File: src/rtl/tsave_pkg.sv
package tsave_pkg;

   localparam int CTRL_ADDR = 0;

   // Number of register slots the bank occupies: the control word plus one per byte.
   function automatic int slot_count(input int nbytes);
      return nbytes + 1;
   endfunction

   // True when an address of addr_w bits can reach every slot.
   function automatic bit addr_fits(input int nbytes, input int addr_w);
      return (longint'(1) << addr_w) >= longint'(slot_count(nbytes));
   endfunction

endpackage

File: src/rtl/tsave_ctrl.sv
module tsave_ctrl #(
   parameter int   DATA_W      = 8,
   parameter bit   SAVE_EN_RST = 1'b0
) (
   input  logic              clk,
   input  logic              rst_n,
   input  logic              wr_ctrl,
   input  logic [DATA_W-1:0] wdata,
   input  logic              pwr_fail,
   output logic              save_en,
   output logic [DATA_W-1:0] ctrl_rd
);

   localparam int GP_W = DATA_W - 2;

   logic [GP_W-1:0] gp_q;
   logic            en_q;

   always_ff @(posedge clk) begin
      if (!rst_n) begin
         en_q <= SAVE_EN_RST;
         gp_q <= '0;
      end else begin
         if (wr_ctrl) begin
            gp_q <= wdata[GP_W-1:0];
            en_q <= wdata[DATA_W-1];
         end
         // the supply monitor overrides any software value of the enable
         if (pwr_fail) begin
            en_q <= 1'b0;
         end
      end
   end

   assign save_en = en_q;
   assign ctrl_rd = {en_q, 1'b0, gp_q};

endmodule

File: src/rtl/tsave_shadow.sv
module tsave_shadow #(
   parameter int DATA_W = 8
) (
   input  logic              clk,
   input  logic              rst_n,
   input  logic              track,
   input  logic              load,
   input  logic [DATA_W-1:0] now_val,
   input  logic [DATA_W-1:0] next_val,
   output logic [DATA_W-1:0] q
);

   always_ff @(posedge clk) begin
      if (!rst_n) begin
         q <= '0;
      end else if (track) begin
         // take what the counter holds after this edge
         q <= load ? next_val : now_val;
      end
   end

endmodule

File: src/rtl/tsave_rdmux.sv
module tsave_rdmux #(
   parameter int NUM_BYTES = 5,
   parameter int DATA_W    = 8,
   parameter int ADDR_W    = 3,
   parameter bit READ_REG  = 1'b0
) (
   input  logic                        clk,
   input  logic                        rst_n,
   input  logic [ADDR_W-1:0]           addr,
   input  logic [DATA_W-1:0]           ctrl_rd,
   input  logic [NUM_BYTES*DATA_W-1:0] shadow_flat,
   output logic [DATA_W-1:0]           rdata
);

   logic [DATA_W-1:0] sel;

   always_comb begin
      sel = '0;
      if (addr == ADDR_W'(tsave_pkg::CTRL_ADDR)) begin
         sel = ctrl_rd;
      end
      for (int i = 0; i < NUM_BYTES; i++) begin
         if (addr == ADDR_W'(i + 1)) begin
            sel = shadow_flat[i*DATA_W +: DATA_W];
         end
      end
   end

   generate
      if (READ_REG) begin : g_reg_read
         logic [DATA_W-1:0] rd_q;
         always_ff @(posedge clk) begin
            if (!rst_n) begin
               rd_q <= '0;
            end else begin
               rd_q <= sel;
            end
         end
         assign rdata = rd_q;
      end else begin : g_comb_read
         assign rdata = sel;
      end
   endgenerate

endmodule

File: src/rtl/tsave_bank.sv
module tsave_bank #(
   parameter int NUM_BYTES   = 5,
   parameter int DATA_W      = 8,
   parameter int ADDR_W      = 3,
   parameter bit READ_REG    = 1'b0,
   parameter bit SAVE_EN_RST = 1'b0
) (
   input  logic                        clk,
   input  logic                        rst_n,
   input  logic [NUM_BYTES*DATA_W-1:0] cnt_now,
   input  logic [NUM_BYTES*DATA_W-1:0] cnt_next,
   input  logic                        cnt_load,
   input  logic                        pwr_fail,
   input  logic [ADDR_W-1:0]           reg_addr,
   input  logic                        reg_wr,
   input  logic [DATA_W-1:0]           reg_wdata,
   output logic [DATA_W-1:0]           reg_rdata
);

   localparam int BANK_W = NUM_BYTES * DATA_W;

   generate
      if (NUM_BYTES < 1) begin : g_bad_bytes
         $error("tsave_bank: NUM_BYTES must be at least 1");
      end
      if (DATA_W < 3) begin : g_bad_width
         $error("tsave_bank: DATA_W must leave room for enable, zero bit and storage");
      end
      if (!tsave_pkg::addr_fits(NUM_BYTES, ADDR_W)) begin : g_bad_addr
         $error("tsave_bank: ADDR_W too narrow for the control word and all bytes");
      end
   endgenerate

   logic              save_en;
   logic [DATA_W-1:0] ctrl_rd;
   logic [BANK_W-1:0] shadow_flat;
   logic              wr_ctrl;

   assign wr_ctrl = reg_wr && (reg_addr == ADDR_W'(tsave_pkg::CTRL_ADDR));

   tsave_ctrl #(
      .DATA_W      (DATA_W),
      .SAVE_EN_RST (SAVE_EN_RST)
   ) u_ctrl (
      .clk      (clk),
      .rst_n    (rst_n),
      .wr_ctrl  (wr_ctrl),
      .wdata    (reg_wdata),
      .pwr_fail (pwr_fail),
      .save_en  (save_en),
      .ctrl_rd  (ctrl_rd)
   );

   generate
      for (genvar gi = 0; gi < NUM_BYTES; gi++) begin : g_byte
         tsave_shadow #(
            .DATA_W (DATA_W)
         ) u_shadow (
            .clk      (clk),
            .rst_n    (rst_n),
            .track    (save_en),
            .load     (cnt_load),
            .now_val  (cnt_now[gi*DATA_W +: DATA_W]),
            .next_val (cnt_next[gi*DATA_W +: DATA_W]),
            .q        (shadow_flat[gi*DATA_W +: DATA_W])
         );
      end
   endgenerate

   tsave_rdmux #(
      .NUM_BYTES (NUM_BYTES),
      .DATA_W    (DATA_W),
      .ADDR_W    (ADDR_W),
      .READ_REG  (READ_REG)
   ) u_rdmux (
      .clk         (clk),
      .rst_n       (rst_n),
      .addr        (reg_addr),
      .ctrl_rd     (ctrl_rd),
      .shadow_flat (shadow_flat),
      .rdata       (reg_rdata)
   );

endmodule

File: config.mk
export PLATFORM = sky130hd
export DESIGN_NAME = tsave_bank
export DESIGN_NICKNAME = d
export VERILOG_FILES = /design/src/rtl/tsave_pkg.sv /design/src/rtl/tsave_ctrl.sv /design/src/rtl/tsave_shadow.sv /design/src/rtl/tsave_rdmux.sv /design/src/rtl/tsave_bank.sv
export SDC_FILE = /design/constraint.sdc
export NUM_CORES = 1
export LEC_CHECK = 0
export ABC_AREA = 1
export CORE_MARGIN = 2
export CORE_UTILIZATION = 32
export CTS_CLUSTER_SIZE = 8
export DETAILED_ROUTE_END_ITERATION = 10
export GPL_TIMING_DRIVEN = 0
export PLACE_DENSITY = 0.65
export SETUP_SLACK_MARGIN = 0.2
export SLEW_MARGIN = 25
export SYNTH_ARGS = -nofsm -noshare
export SYNTH_HDL_FRONTEND = slang
export SYNTH_SLANG_ARGS = --single-unit
File: constraint.sdc
create_clock -name clk -period 1.5 [get_ports clk]
set_input_delay 0.225 -clock clk [delete_from_list [all_inputs] [get_ports clk]]
set_output_delay 0.225 -clock clk [all_outputs]
set_load 0.02 [all_outputs]
# After elaboration in Yosys (flattened, before gate mapping)
# Index checks and enable logic that the tools add are counted.
[classes] n_mux=11 bitwise=1 eq_ne=5 n_reduce_logical=3
[op_table] cell="two-way mux 8 bit" n=11
[op_table] cell="== test 3 x 2 -> 1 bit (second input constant)" n=2
[op_table] cell="== test 3 bit (second input constant)" n=2
[op_table] cell="== test 3 x 1 -> 1 bit (second input constant)" n=1
[op_table] cell="logical NOT 3 bit" n=1
[op_table] cell="OR reduction 2 bit" n=1
[op_table] cell="logical AND 1 bit" n=1
[op_table] cell="inverter 1 bit" n=1
[totals] word_cells=27 ff_bits=47 out_inout_bits=8

# Longest topological paths before layout
[depth] depth_word=7 mapped_depth=7

# By module
# From an unflattened synthesis, not the netlist that was laid out.
[hier_totals] hier_cells=475 hier_area_um2=2895.3
[by_module_without_submodules] mod="tsave_shadow" seq_area_each_um2=160.2 n_inst=5 cells_per_inst=69 area_per_inst_um2=439.2
[by_module_without_submodules] mod="tsave_rdmux" seq_area_each_um2=0.0 n_inst=1 cells_per_inst=90 area_per_inst_um2=419.2
[by_module_without_submodules] mod="tsave_ctrl" seq_area_each_um2=140.1 n_inst=1 cells_per_inst=34 area_per_inst_um2=257.7
[by_module_without_submodules] mod="tsave_bank" seq_area_each_um2=0.0 n_inst=1 cells_per_inst=6 area_per_inst_um2=22.5

# Least setup slack after synthesis
# No wires, ideal clock.
[synth_path] path_kind="input port to output port" from="input reg_addr[0]" to="output reg_rdata[6]" path_buffers=1 cell_stages=6 slack_ps=304 t_arrival_ps=971 path_cell_list="buf_6 > inv_4 > nor3_4 > nand2_2 > nand2_1 > nand3_1"
[synth_between] elab_chain_cells=6 elab_cells_between_ends=10 cone_classes="5 x eq/ne; 5 x mux"
[synth_lines] element="from (decl)" line="tsave_bank.sv:14" source="input logic [ADDR_W-1:0] reg_addr,"
[synth_lines] element="== test 3 x 1 -> 1 bit" line="tsave_rdmux.sv:23" source="if (addr == ADDR_W'(i + 1)) begin"
[synth_lines] element="two-way mux 8 bit (4 in series)" line="tsave_rdmux.sv:23"
[synth_lines] element="two-way mux 8 bit (*)" line="tsave_rdmux.sv:23"
[synth_lines] element="to (decl)" line="tsave_bank.sv:17" source="output logic [DATA_W-1:0] reg_rdata"
# Every way passes the cells marked *; elsewhere a longest branch is shown, timed or not.

# Worst setup path after layout
[layout_path] from="register u_ctrl.en_q (netlist: u_ctrl.save_en)" to="output reg_rdata[7]"
[layout_between] elab_chain_cells=6
[layout_lines] element="from (decl)" line="tsave_ctrl.sv:17" source="logic en_q;"
[layout_lines] element="from (signal assigned)" line="tsave_ctrl.sv:26" source="en_q <= wdata[DATA_W-1];"
[layout_lines] element="two-way mux 8 bit" line="tsave_rdmux.sv:19" source="if (addr == ADDR_W'(tsave_pkg::CTRL_ADDR)) begin"
[layout_lines] element="two-way mux 8 bit (5 in series)" line="tsave_rdmux.sv:23"
# No other way between the ends.

==> summary.md <==
| Metric | Value |
|---|---|
| Synth Flop Type | `dfxtp_1` |
| Largest family of logic cells by synthesized area | `simple AND/OR/NAND/NOR gates` |
| Synth cell types | `18` |
| Placed cells | `589` |
| Die H | `93.5 um` |
| Layout cells sized above 1 | `0.183` |
| CTS Sinks | `47` |
| H-tree levels | `2` |
| Post-Synthesis Cells | `387` |
| Top post-synthesis cells by area | `dfxtp_1, nand2_1, o211ai_1` |
| VDD IR-drop max | `408 uV` |
| Power Density | `725 nW/um^2` |
| Synth Register Bits | `47` |
| Status | `completed` |
| Multiplexer share of the synthesized area | `0` |
| Final slew viol count | `0` |
| Die W | `93.5 um` |
| DR WL/cell | `13.6 um` |
| Total core area | `7730 um^2` |
| CTS tree | `yes` |
| Cts bufs inserted | `5` |
| Post-synthesis simple-gate area fraction | `0.359` |
| CP Capture Type | `primary output` |
| CP arrival | `1.25 ns` |
| Final worst path period share | `0.981` |
| GRT Total Usage | `0.197` |
| Clk_lat worst skew | `0.30 ns` |
| FMAX | `680 MHz` |
| MaxCap Viol Count | `0` |
| Synth Area in Adders | `0` |
| Clock slew at reported path FFs | `0.09 ns` |
| Most frequent cells after synthesis | `nand2_1, inv_1, dfxtp_1` |
| Vias | `2,958` |
| Fin. Hold Viols | `0` |
| # nets final | `608` |
| Antenna Cells | `0` |
| Initial antenna violation count | `0` |
| Finished Layout Cells | `615` |
| DRT iter0 DRCs | `143` |
| Clock Tree Root | `clkbuf_8` |
| Count leader, synth | `nand2_1` |
| First-pass GRT wire length | `13.5 mm` |
| Vias/cell | `4.81` |
| Antenna Nets Post-Route | `0` |
| Final setup viols | `0` |
| Share of async-settable or async-resettable flops after synthesis | `0` |
| Slew HR | `0.681` |
| Detailed placement HPWL | `6.34 mm` |
| YS warnings | `0` |
| Pin count of the biggest net entering global routing | `16` |
| Residual DRC count | `0` |
| Sequential fraction of the synthesis area | `0.367` |
| Row cnt | `32` |
| Min-delay worst type | `input port to register` |
| Critical-path maximum fanout | `2` |
| I/O pin cnt | `104` |
| Placed instance area | `3690 um^2` |
| Crit start category | `register` |
| Least-Margin Pin Slew | `0.479 ns` |
| Vias in the first global route | `2,857` |
| Layout area overhead | `61.2%` |
| CP Class | `register to primary output` |
| Leakage | `1.92 nW` |
| Xor/xnor cell area share of the yosys netlist | `0` |
| CTS Buffer Depth | `2` |
| Initial Util | `0.331` |
| Post-synth EDFFs | `0` |
| GR Overflow Total | `0` |
| Post-Syn Nets | `483` |
| Clk_skew | `0.00792 ns` |
| Avg Cell Area, Syn | `6.62 um^2` |
| Drt total wl | `8.36 mm` |
| Post-synthesis compound-gate area fraction | `0.147` |
| Hold buffer count at CTS | `0` |
| Mapped Area | `2560 um^2` |
| Required time worst endpoint | `1.27 ns` |
| I/O Buffers | `100` |
| First-pass DRT Iterations | `5` |
| Top cell type's share of synthesized area | `0.367` |
| RSZ-0062 raised after global routing | `yes` |
| Cell area after layout | `4130 um^2` |
| Die area | `8740 um^2` |
| Gp weighted congestion | `0.858` |
| Minimum clock period after layout | `1.47 ns` |
| Cell accounting for the most synthesized area | `dfxtp_1` |
## power by group
part	switching (mW)	internal (mW)	total (mW)
logic	0.249	0.347	0.597
registers	0.0154	1.27	1.29
clock network	0.444	0.665	1.11
total	0.709	2.28	2.99
## through the flow
step	util	hold slack (ns)	power, mW	setup slack (ns)	TNS (ns)
after CTS	0.525	0.237	2.99	0.0381	0
after global routing	0.534	0.252	3.11	-0.00250	-0.00408
final	0.534	0.229	2.99	0.0287	0
after floorplan	-	0.387	1.52	0.304	0
after global placement	0.477	0.462	1.84	-1.05	-9.04
after detailed placement	0.477	0.465	1.85	-1.05	-9.03
## metal layers
| metal | global-route usage | part of all wire |
|---|---|---|
| met1 | 0.240 | 0.42 |
| met3 | 0.0419 | 0.077 |
| met2 | 0.349 | 0.49 |
| met4 | 0.0527 | 0.018 |
| met5 | 0 | 0 |
## logic make-up after synthesis
logic type | count (synthesis)
AND/OR/NAND/NOR | 206
flip-flops | 47
buffers and inverters | 79
AO/OA/AOI/OAI | 55
## flip-flops by register name, indices dropped and copies added (netlist names)
signal             flops
g_byte.u_shadow.q     40
u_ctrl.gp_q            6
u_ctrl.save_en         1
## cells in the final DEF (no fill, tap or decap), drive strengths merged
| cell type | n |
|---|---|
| nand2 | 129 |
| clkdlybuf4s50 | 89 |
| inv | 54 |
| dfxtp | 47 |
| buf | 44 |
| nand3 | 42 |
| o211ai | 40 |
| nor2 | 19 |
| o21ai | 15 |
| clkbuf | 15 |
| nand4 | 14 |
| nor3 | 2 |
| bufinv | 2 |
| clkinvlp | 1 |
## worst paths after layout
check / cells past startpoint / start / end / slack [ns]
setup / recovery: 6 / u_ctrl.save_en / reg_rdata[7] / 0.03
hold / removal: 3 / rst_n / u_ctrl.gp_q[5] / 0.23
setup reg to reg: 6 / u_ctrl.save_en / g_byte[1].u_shadow.q[0] / 0.31
hold reg to reg: 2 / g_byte[0].u_shadow.q[7] / g_byte[0].u_shadow.q[7] / 0.49
## worst max-delay path, cell delays in order, from the launching register on
cell,delay (ns)
dfxtp_2,0.33
buf_6,0.11
o21ai_2,0.11
nand2_1,0.08
nand2_1,0.07
nand4_1,0.09
buf_6,0.15
## final cells by class
| class | count | area, um^2 |
|---|---|---|
| tap | 102 | 128 |
| clock buffer | 5 | 68.8 |
| sequential | 47 | 952 |
| fill | 744 | 3600 |
| buffer | 25 | 140 |
| multi-input combinational | 261 | 1360 |
| inverter | 54 | 210 |
| timing repair buffer | 118 | 1200 |
| clock inverter | 3 | 67.6 |
## repair_timing
item                                   CTS  global route
setup endpoints to repair               44            19
gates resized for setup                105            21
endpoints found under the hold margin    0             0
pin swaps                               25            17
setup buffers                           16             2
No activity file was read; power rests on OpenSTA's default activity.
